### src/rtl/mem_sem_pkg.sv
package mem_sem_pkg;
  localparam int ADDR_W   = 40;
  localparam int ALIGN_W  = 3;
  localparam logic [2:0] SEL_SIGNAL = 3'd6;
  localparam logic [2:0] SEL_WAIT   = 3'd7;

  typedef enum logic [1:0] {OP_INCR, OP_SET, OP_WAIT, OP_BAD} op_e;
  typedef enum logic [1:0] {ST_IDLE, ST_READ, ST_WRITE, ST_BACKOFF} state_e;

  typedef struct packed {
    logic [ADDR_W-1:0] addr;
    op_e               op;
    logic [1:0]        client;
    logic              mailbox;
  } cmd_t;
endpackage

### src/rtl/mem_sem_decode.sv
module mem_sem_decode
  import mem_sem_pkg::*;
(
  input  logic [31:0] dw1_i,
  input  logic [31:0] dw2_i,
  output cmd_t        cmd_o
);
  logic [2:0] sel;
  logic       set_one;
  logic       unused_fields;

  assign sel     = dw2_i[31:29];
  assign set_one = dw2_i[20];

  always_comb begin
    cmd_o.addr    = {dw2_i[7:0], dw1_i[31:ALIGN_W], {ALIGN_W{1'b0}}};
    cmd_o.client  = dw2_i[25:24];
    cmd_o.mailbox = dw2_i[16];
    if (sel == SEL_SIGNAL)    cmd_o.op = set_one ? OP_SET : OP_INCR;
    else if (sel == SEL_WAIT) cmd_o.op = OP_WAIT;
    else                      cmd_o.op = OP_BAD;
  end

  assign unused_fields = ^{dw1_i[2:0], dw2_i[28:26], dw2_i[23:21], dw2_i[19:17], dw2_i[15:8]};
endmodule

### src/rtl/mem_sem_update.sv
module mem_sem_update
  import mem_sem_pkg::*;
#(
  parameter int DATA_W = 32
) (
  input  op_e               op_i,
  input  logic [DATA_W-1:0] rdata_i,
  output logic [DATA_W-1:0] wdata_o,
  output logic              zero_o
);
  assign zero_o = (rdata_i == '0);

  always_comb begin
    unique case (op_i)
      OP_INCR: wdata_o = rdata_i + DATA_W'(1);
      OP_WAIT: wdata_o = rdata_i - DATA_W'(1);
      OP_SET:  wdata_o = DATA_W'(1);
      default: wdata_o = rdata_i;
    endcase
  end
endmodule

### src/rtl/mem_sem_backoff.sv
module mem_sem_backoff #(
  parameter int GAP = 4
) (
  input  logic clk_i,
  input  logic rst_ni,
  input  logic start_i,
  output logic expired_o
);
  localparam int CNT_W = $clog2(GAP + 2);

  logic [CNT_W-1:0] cnt_q;

  always_ff @(posedge clk_i or negedge rst_ni) begin
    if (!rst_ni)            cnt_q <= '0;
    else if (start_i)       cnt_q <= CNT_W'(GAP);
    else if (cnt_q != '0)   cnt_q <= cnt_q - CNT_W'(1);
  end

  // last idle cycle of the gap
  assign expired_o = (cnt_q == CNT_W'(1));
endmodule

### src/rtl/mem_sem_engine.sv
module mem_sem_engine
  import mem_sem_pkg::*;
#(
  parameter int DATA_W    = 32,
  parameter int RETRY_GAP = 4
) (
  input  logic              clk_i,
  input  logic              rst_ni,
  input  logic              cmd_valid_i,
  output logic              cmd_ready_o,
  input  logic [31:0]       cmd_dw1_i,
  input  logic [31:0]       cmd_dw2_i,
  output logic              mem_req_o,
  output logic              mem_we_o,
  output logic [39:0]       mem_addr_o,
  output logic [DATA_W-1:0] mem_wdata_o,
  output logic              mem_lock_o,
  input  logic              mem_ack_i,
  input  logic [DATA_W-1:0] mem_rdata_i,
  output logic              stall_o,
  output logic              done_o,
  output logic              err_o,
  output logic [1:0]        cmd_client_o,
  output logic              cmd_mailbox_o
);
  state_e            state_q;
  cmd_t              dec, cmd_q;
  logic [DATA_W-1:0] wdata_q, upd_data;
  logic              rd_zero, err_q, gap_start, gap_done, accept;

  mem_sem_decode u_dec (
    .dw1_i (cmd_dw1_i),
    .dw2_i (cmd_dw2_i),
    .cmd_o (dec)
  );

  mem_sem_update #(.DATA_W(DATA_W)) u_upd (
    .op_i    (cmd_q.op),
    .rdata_i (mem_rdata_i),
    .wdata_o (upd_data),
    .zero_o  (rd_zero)
  );

  mem_sem_backoff #(.GAP(RETRY_GAP)) u_gap (
    .clk_i     (clk_i),
    .rst_ni    (rst_ni),
    .start_i   (gap_start),
    .expired_o (gap_done)
  );

  assign accept    = cmd_valid_i && (state_q == ST_IDLE);
  assign gap_start = (state_q == ST_READ) && mem_ack_i && (cmd_q.op == OP_WAIT) && rd_zero
                     && (RETRY_GAP != 0);

  always_ff @(posedge clk_i or negedge rst_ni) begin
    if (!rst_ni) begin
      state_q <= ST_IDLE;
      cmd_q   <= '{addr: '0, op: OP_BAD, client: 2'b00, mailbox: 1'b0};
      wdata_q <= '0;
      err_q   <= 1'b0;
    end else begin
      err_q <= 1'b0;
      unique case (state_q)
        ST_IDLE: if (accept) begin
          cmd_q <= dec;
          unique case (dec.op)
            OP_BAD: err_q <= 1'b1;
            OP_SET: begin
              wdata_q <= DATA_W'(1);
              state_q <= ST_WRITE;
            end
            default: state_q <= ST_READ;
          endcase
        end
        ST_READ: if (mem_ack_i) begin
          if (cmd_q.op == OP_WAIT && rd_zero) begin
            // zero gap: re-request straight away
            state_q <= (RETRY_GAP == 0) ? ST_READ : ST_BACKOFF;
          end else begin
            wdata_q <= upd_data;
            state_q <= ST_WRITE;
          end
        end
        ST_WRITE:   if (mem_ack_i) state_q <= ST_IDLE;
        ST_BACKOFF: if (gap_done)  state_q <= ST_READ;
        default:    state_q <= ST_IDLE;
      endcase
    end
  end

  assign cmd_ready_o   = (state_q == ST_IDLE);
  assign mem_req_o     = (state_q == ST_READ) || (state_q == ST_WRITE);
  assign mem_we_o      = (state_q == ST_WRITE);
  assign mem_addr_o    = cmd_q.addr;
  assign mem_wdata_o   = wdata_q;
  assign mem_lock_o    = (state_q == ST_READ) || ((state_q == ST_WRITE) && (cmd_q.op != OP_SET));
  assign stall_o       = (state_q != ST_IDLE) && (cmd_q.op == OP_WAIT);
  assign done_o        = (state_q == ST_WRITE) && mem_ack_i;
  assign err_o         = err_q;
  assign cmd_client_o  = cmd_q.client;
  assign cmd_mailbox_o = cmd_q.mailbox;
endmodule

### config.mk
export PLATFORM = sky130hd
export DESIGN_NAME = mem_sem_engine
export DESIGN_NICKNAME = d
export VERILOG_FILES = /design/src/rtl/mem_sem_pkg.sv /design/src/rtl/mem_sem_decode.sv /design/src/rtl/mem_sem_update.sv /design/src/rtl/mem_sem_backoff.sv /design/src/rtl/mem_sem_engine.sv
export SDC_FILE = /design/constraint.sdc
export NUM_CORES = 1
export LEC_CHECK = 0
export BUFFER_PORTS_ARGS = -buffer_cell sky130_fd_sc_hd__buf_4
export CORE_AREA = 2 2 129 131
export CTS_CLUSTER_SIZE = 10
export DETAILED_ROUTE_END_ITERATION = 6
export DIE_AREA = 0 0 131 133
export PLACE_DENSITY = 0.72
export SETUP_SLACK_MARGIN = 0.4
export SYNTH_ARGS = -nofsm -noshare
export SYNTH_HDL_FRONTEND = slang
export SYNTH_HIERARCHICAL = 1
export SYNTH_SLANG_ARGS = --single-unit
### constraint.sdc
create_clock -name clk_i -period 4.4 [get_ports clk_i]
set_input_delay 1.32 -clock clk_i [delete_from_list [all_inputs] [get_ports clk_i]]
set_output_delay 1.32 -clock clk_i [all_outputs]
set_load 0.02 [all_outputs]
==> flow_metrics.env <==
export IMPL_outcome="finished, final reports clean"
export IMPL_min_to="mem_wdata_o[17]$_DFFE_PN0P_"
export IMPL_syn_avg_cell_area_sq_um=8.48
export IMPL_synth_ff_type="dfrtp_1"
export IMPL_die_w_um=131
export IMPL_ys_async_sr_fraction_pct=100
export IMPL_worst_path_dominant_cell_family="compound AO/OA/AOI/OAI gates"
export IMPL_dp_hpwl_um=12900
export IMPL_wl_um=17500
export IMPL_ir_drop_mv=0.255
export IMPL_holdBufCountCts=0
export IMPL_cp_end_kind="register"
export IMPL_area_growth_pct=13.0
export IMPL_setup_viol=0
export IMPL_path_cells="buf_4 > ha_1 > o41a_1 > a221oi_4 > a211o_4 > a211oi_1 > nor3_1 > or3_1 > mux2_4 > nand2_1 > o21ai_2"
export IMPL_placed_area_sq_mm=0.00763
export IMPL_hp_start="mem_wdata_o[17]$_DFFE_PN0P_"
export IMPL_cp_required_ns=4.59
export IMPL_wl_per_cell_um=16.1
export IMPL_grt_pass1_vias=5518
export IMPL_cts_made_buffers=9
export IMPL_grt_pass1_wl_um=27700
export IMPL_synth_edf_count=0
export IMPL_post_cts_buffers=0
export IMPL_r2r_slack_ns=0.68
export IMPL_slew_violations=0
export IMPL_vias=6018
export IMPL_worst_pin_slew_ns=1.07
export IMPL_switching_share_pct=44.2
export IMPL_slowest_stage="a211oi_1"
export IMPL_seq_power_share_pct=24.3
export IMPL_whs_ns=0.476
export IMPL_core_area_sq_mm=0.0162
export IMPL_power_leakage_uw=0.00346
export IMPL_io_buffer_count=161
export IMPL_ant_nets=0
export IMPL_skew_ns=0.00761
export IMPL_finalHoldViolations=0
export IMPL_cpPeakStageDelay_ns=0.52
export IMPL_die_area_sq_mm=0.0174
export IMPL_fin_crit_sh_pct=84.8
export IMPL_crit_buf_inv=1
export IMPL_drive_gt1_share_pct=34.3
export IMPL_netlist_instances=831
export IMPL_die_h_um=133
export IMPL_worstPathMaxFanout=7
export IMPL_max_clock_path_buffers=2
export IMPL_ys_seq_elements=83
export IMPL_maxCapViolCount=0
export IMPL_cts_tree="built"
export IMPL_p_comb_share_pct=59.8
export IMPL_antenna_found_initial=1
export IMPL_grt_overflow=0
export IMPL_r2r_end="mem_wdata_o[31]$_DFFE_PN0P_"
export IMPL_fillers=1571
export IMPL_path_clk_slew_ns=0.06
export IMPL_viasPerCell=5.52
export IMPL_clock_fmax_ghz=0.268
export IMPL_holdPathStages=2
export IMPL_reg2reg_from="cmd_q[3]$_DFFE_PN1P_"
export IMPL_switching_power_uw=2270
export IMPL_rsz0062_at_grt="no"
export IMPL_grt_max_degree=84
export IMPL_p_per_area_mw_per_mm2=645
export IMPL_rows=47
export IMPL_synth_distinct_cells=87
export IMPL_synthesis_area_sq_mm=0.00705
export IMPL_synth_area_leaders="dfrtp_1 29%, buf_4 9.5%, mux2_2 7.7%"
export IMPL_fin_setup_tns_ns=0
export IMPL_power_report_internal_total_uw=2860
export IMPL_clkSinkCount=83
export IMPL_critPathLaunchType="input port"
export IMPL_clk_latency_ns=0.33
export IMPL_diodes=0
export IMPL_grt_total_usage_pct=19.6
export IMPL_hold_class="register to register"
export IMPL_gp_congestion=0.883
export IMPL_finalPower_uw=5130
export IMPL_cts_repair_resized=0
export IMPL_fin_area_sq_mm=0.00796
export IMPL_drc=0
export IMPL_worst_setup_path_type="input port to register"
export IMPL_synth_top_area_share_pct=28.8
export IMPL_synth_top_area_cell="dfrtp_1"
export IMPL_drt_first_pass_iters=7
export IMPL_yosys_warnings=6
export IMPL_synthMostInstantiatedCell="nand2_1"
export IMPL_fin_nets=979
export IMPL_slew_headroom_pct=28.5
export IMPL_yosysSeqAreaShare_pct=29.5
export IMPL_r2r_cells=12
export IMPL_clock_power_share_pct=15.9
export IMPL_critPathArrivalTime_ns=3.92
export IMPL_drt_initial_drc_count=594
export IMPL_htreeDepth=3
export IMPL_synth_common_cells="103 x nand2_1, 89 x buf_4, 81 x dfrtp_1, 48 x mux2_2, 45 x nor2_1"
export IMPL_root_buffer="clkbuf_16"
export IMPL_start_util_pct=43.6
export IMPL_final_min_clock_period_ns=3.73
export IMPL_io_pins=182
## cells by family after synthesis
family                     Yosys count  share of synthesized area, %
DFF                                 83                          29.5
adders and majority gates           14                          2.49
AOI/OAI and AO/OA                  190                          20.0
and+or+nand+nor                    301                          21.6
buffers and inverters              166                          14.9
muxes                               56                          8.95
xor gates and xnor gates            20                          2.49
other                                1                        0.0532
## through the flow
| stage | worst slack (ns) | cells | utilization (%) |
|---|---|---|---|
| 5_1_grt | 0.437 | 1090 | 49.2 |
| 4_1_cts | 0.707 | 1090 | 49.2 |
| 3_5_place_dp | 0.352 | 1074 | 47.2 |
| 6_report | 0.668 | 1090 | 49.2 |
| 3_3_place_gp | 0.346 | 1074 | 47.2 |
| 2_1_floorplan | 0.597 | 833 | - |
## cell usage in the layout (no fill, tap or decap), types with 9 or more instances in the layout
cell type  count
a21oi_1       30
buf_4        169
clkbuf_16      9
dfrtp_1       81
ha_1          14
inv_1         15
mux2_2        48
nand2_1      103
nand3_1       26
nor2_1        45
nor3_1        26
nor4_1        14
o211ai_1      12
o21ai_0       44
o21ai_2       28
or3_1         14
xnor2_1       13
## tightest hold or removal path, delay by kind of cell, from the launching register on
kind | cells | cell delay (ns)
flip-flops | 1 | 0.34
AND/OR/NAND/NOR | 1 | 0.06
AO/OA/AOI/OAI | 1 | 0.05
## how the worst max path moves through the flow
stage                              start                          end  slack [ns]  depth (start not counted)
floorplan           cmd_q[4]$_DFFE_PN1P_  mem_wdata_o[31]$_DFFE_PN0P_        0.60                         17
CTS                       mem_rdata_i[4]  mem_wdata_o[31]$_DFFE_PN0P_        0.71                         11
finish                    mem_rdata_i[4]  mem_wdata_o[31]$_DFFE_PN0P_        0.67                         11
detailed placement        mem_rdata_i[4]  mem_wdata_o[31]$_DFFE_PN0P_        0.35                         11
global route              mem_rdata_i[1]  mem_wdata_o[18]$_DFFE_PN0P_        0.44                         12
global placement          mem_rdata_i[4]  mem_wdata_o[31]$_DFFE_PN0P_        0.35                         11
## power groups by stage
| stage | Sequential (uW) | Combinational [uW] | Clock [uW] |
|---|---|---|---|
| after detailed placement | 1270 | 3060 | 0 |
| after global placement | 1250 | 3020 | 0 |
| after CTS | 1250 | 3070 | 835 |
| after floorplan | 1350 | 2360 | 0 |
| after global routing | 1300 | 3350 | 865 |
| final | 1250 | 3070 | 816 |
## flip-flops by register name (all words and copies together) (netlist names)
| signal | cells |
|---|---|
| cmd_mailbox_o | 1 |
| err_o | 1 |
| mem_addr_o | 40 |
| mem_wdata_o | 32 |
| state_q | 2 |
| cmd_q | 2 |
| u_gap/cnt_q | 3 |
| cmd_client_o | 2 |
## routing by layer
layer | vias up | global-route usage, % | wire length (um)
met5 | - | 0 | 12
met4 | 2 | 5.56 | 240
met3 | 19 | 4.25 | 1400
met2 | 230 | 30.2 | 7870
met1 | 2799 | 27.5 | 7990
li1 | 2968 | - | -
## cell type report
class	count	area [sq um]	share of cell area [%]
tap	220	275	3.46
clock buffer	13	260	3.27
timing repair buffer	170	1290	16.2
clock inverter	3	68.8	0.864
inverter	17	65.1	0.817
multi-input combinational	584	3930	49.3
sequential	83	2080	26.1
(Power assumes the default switching activity.)
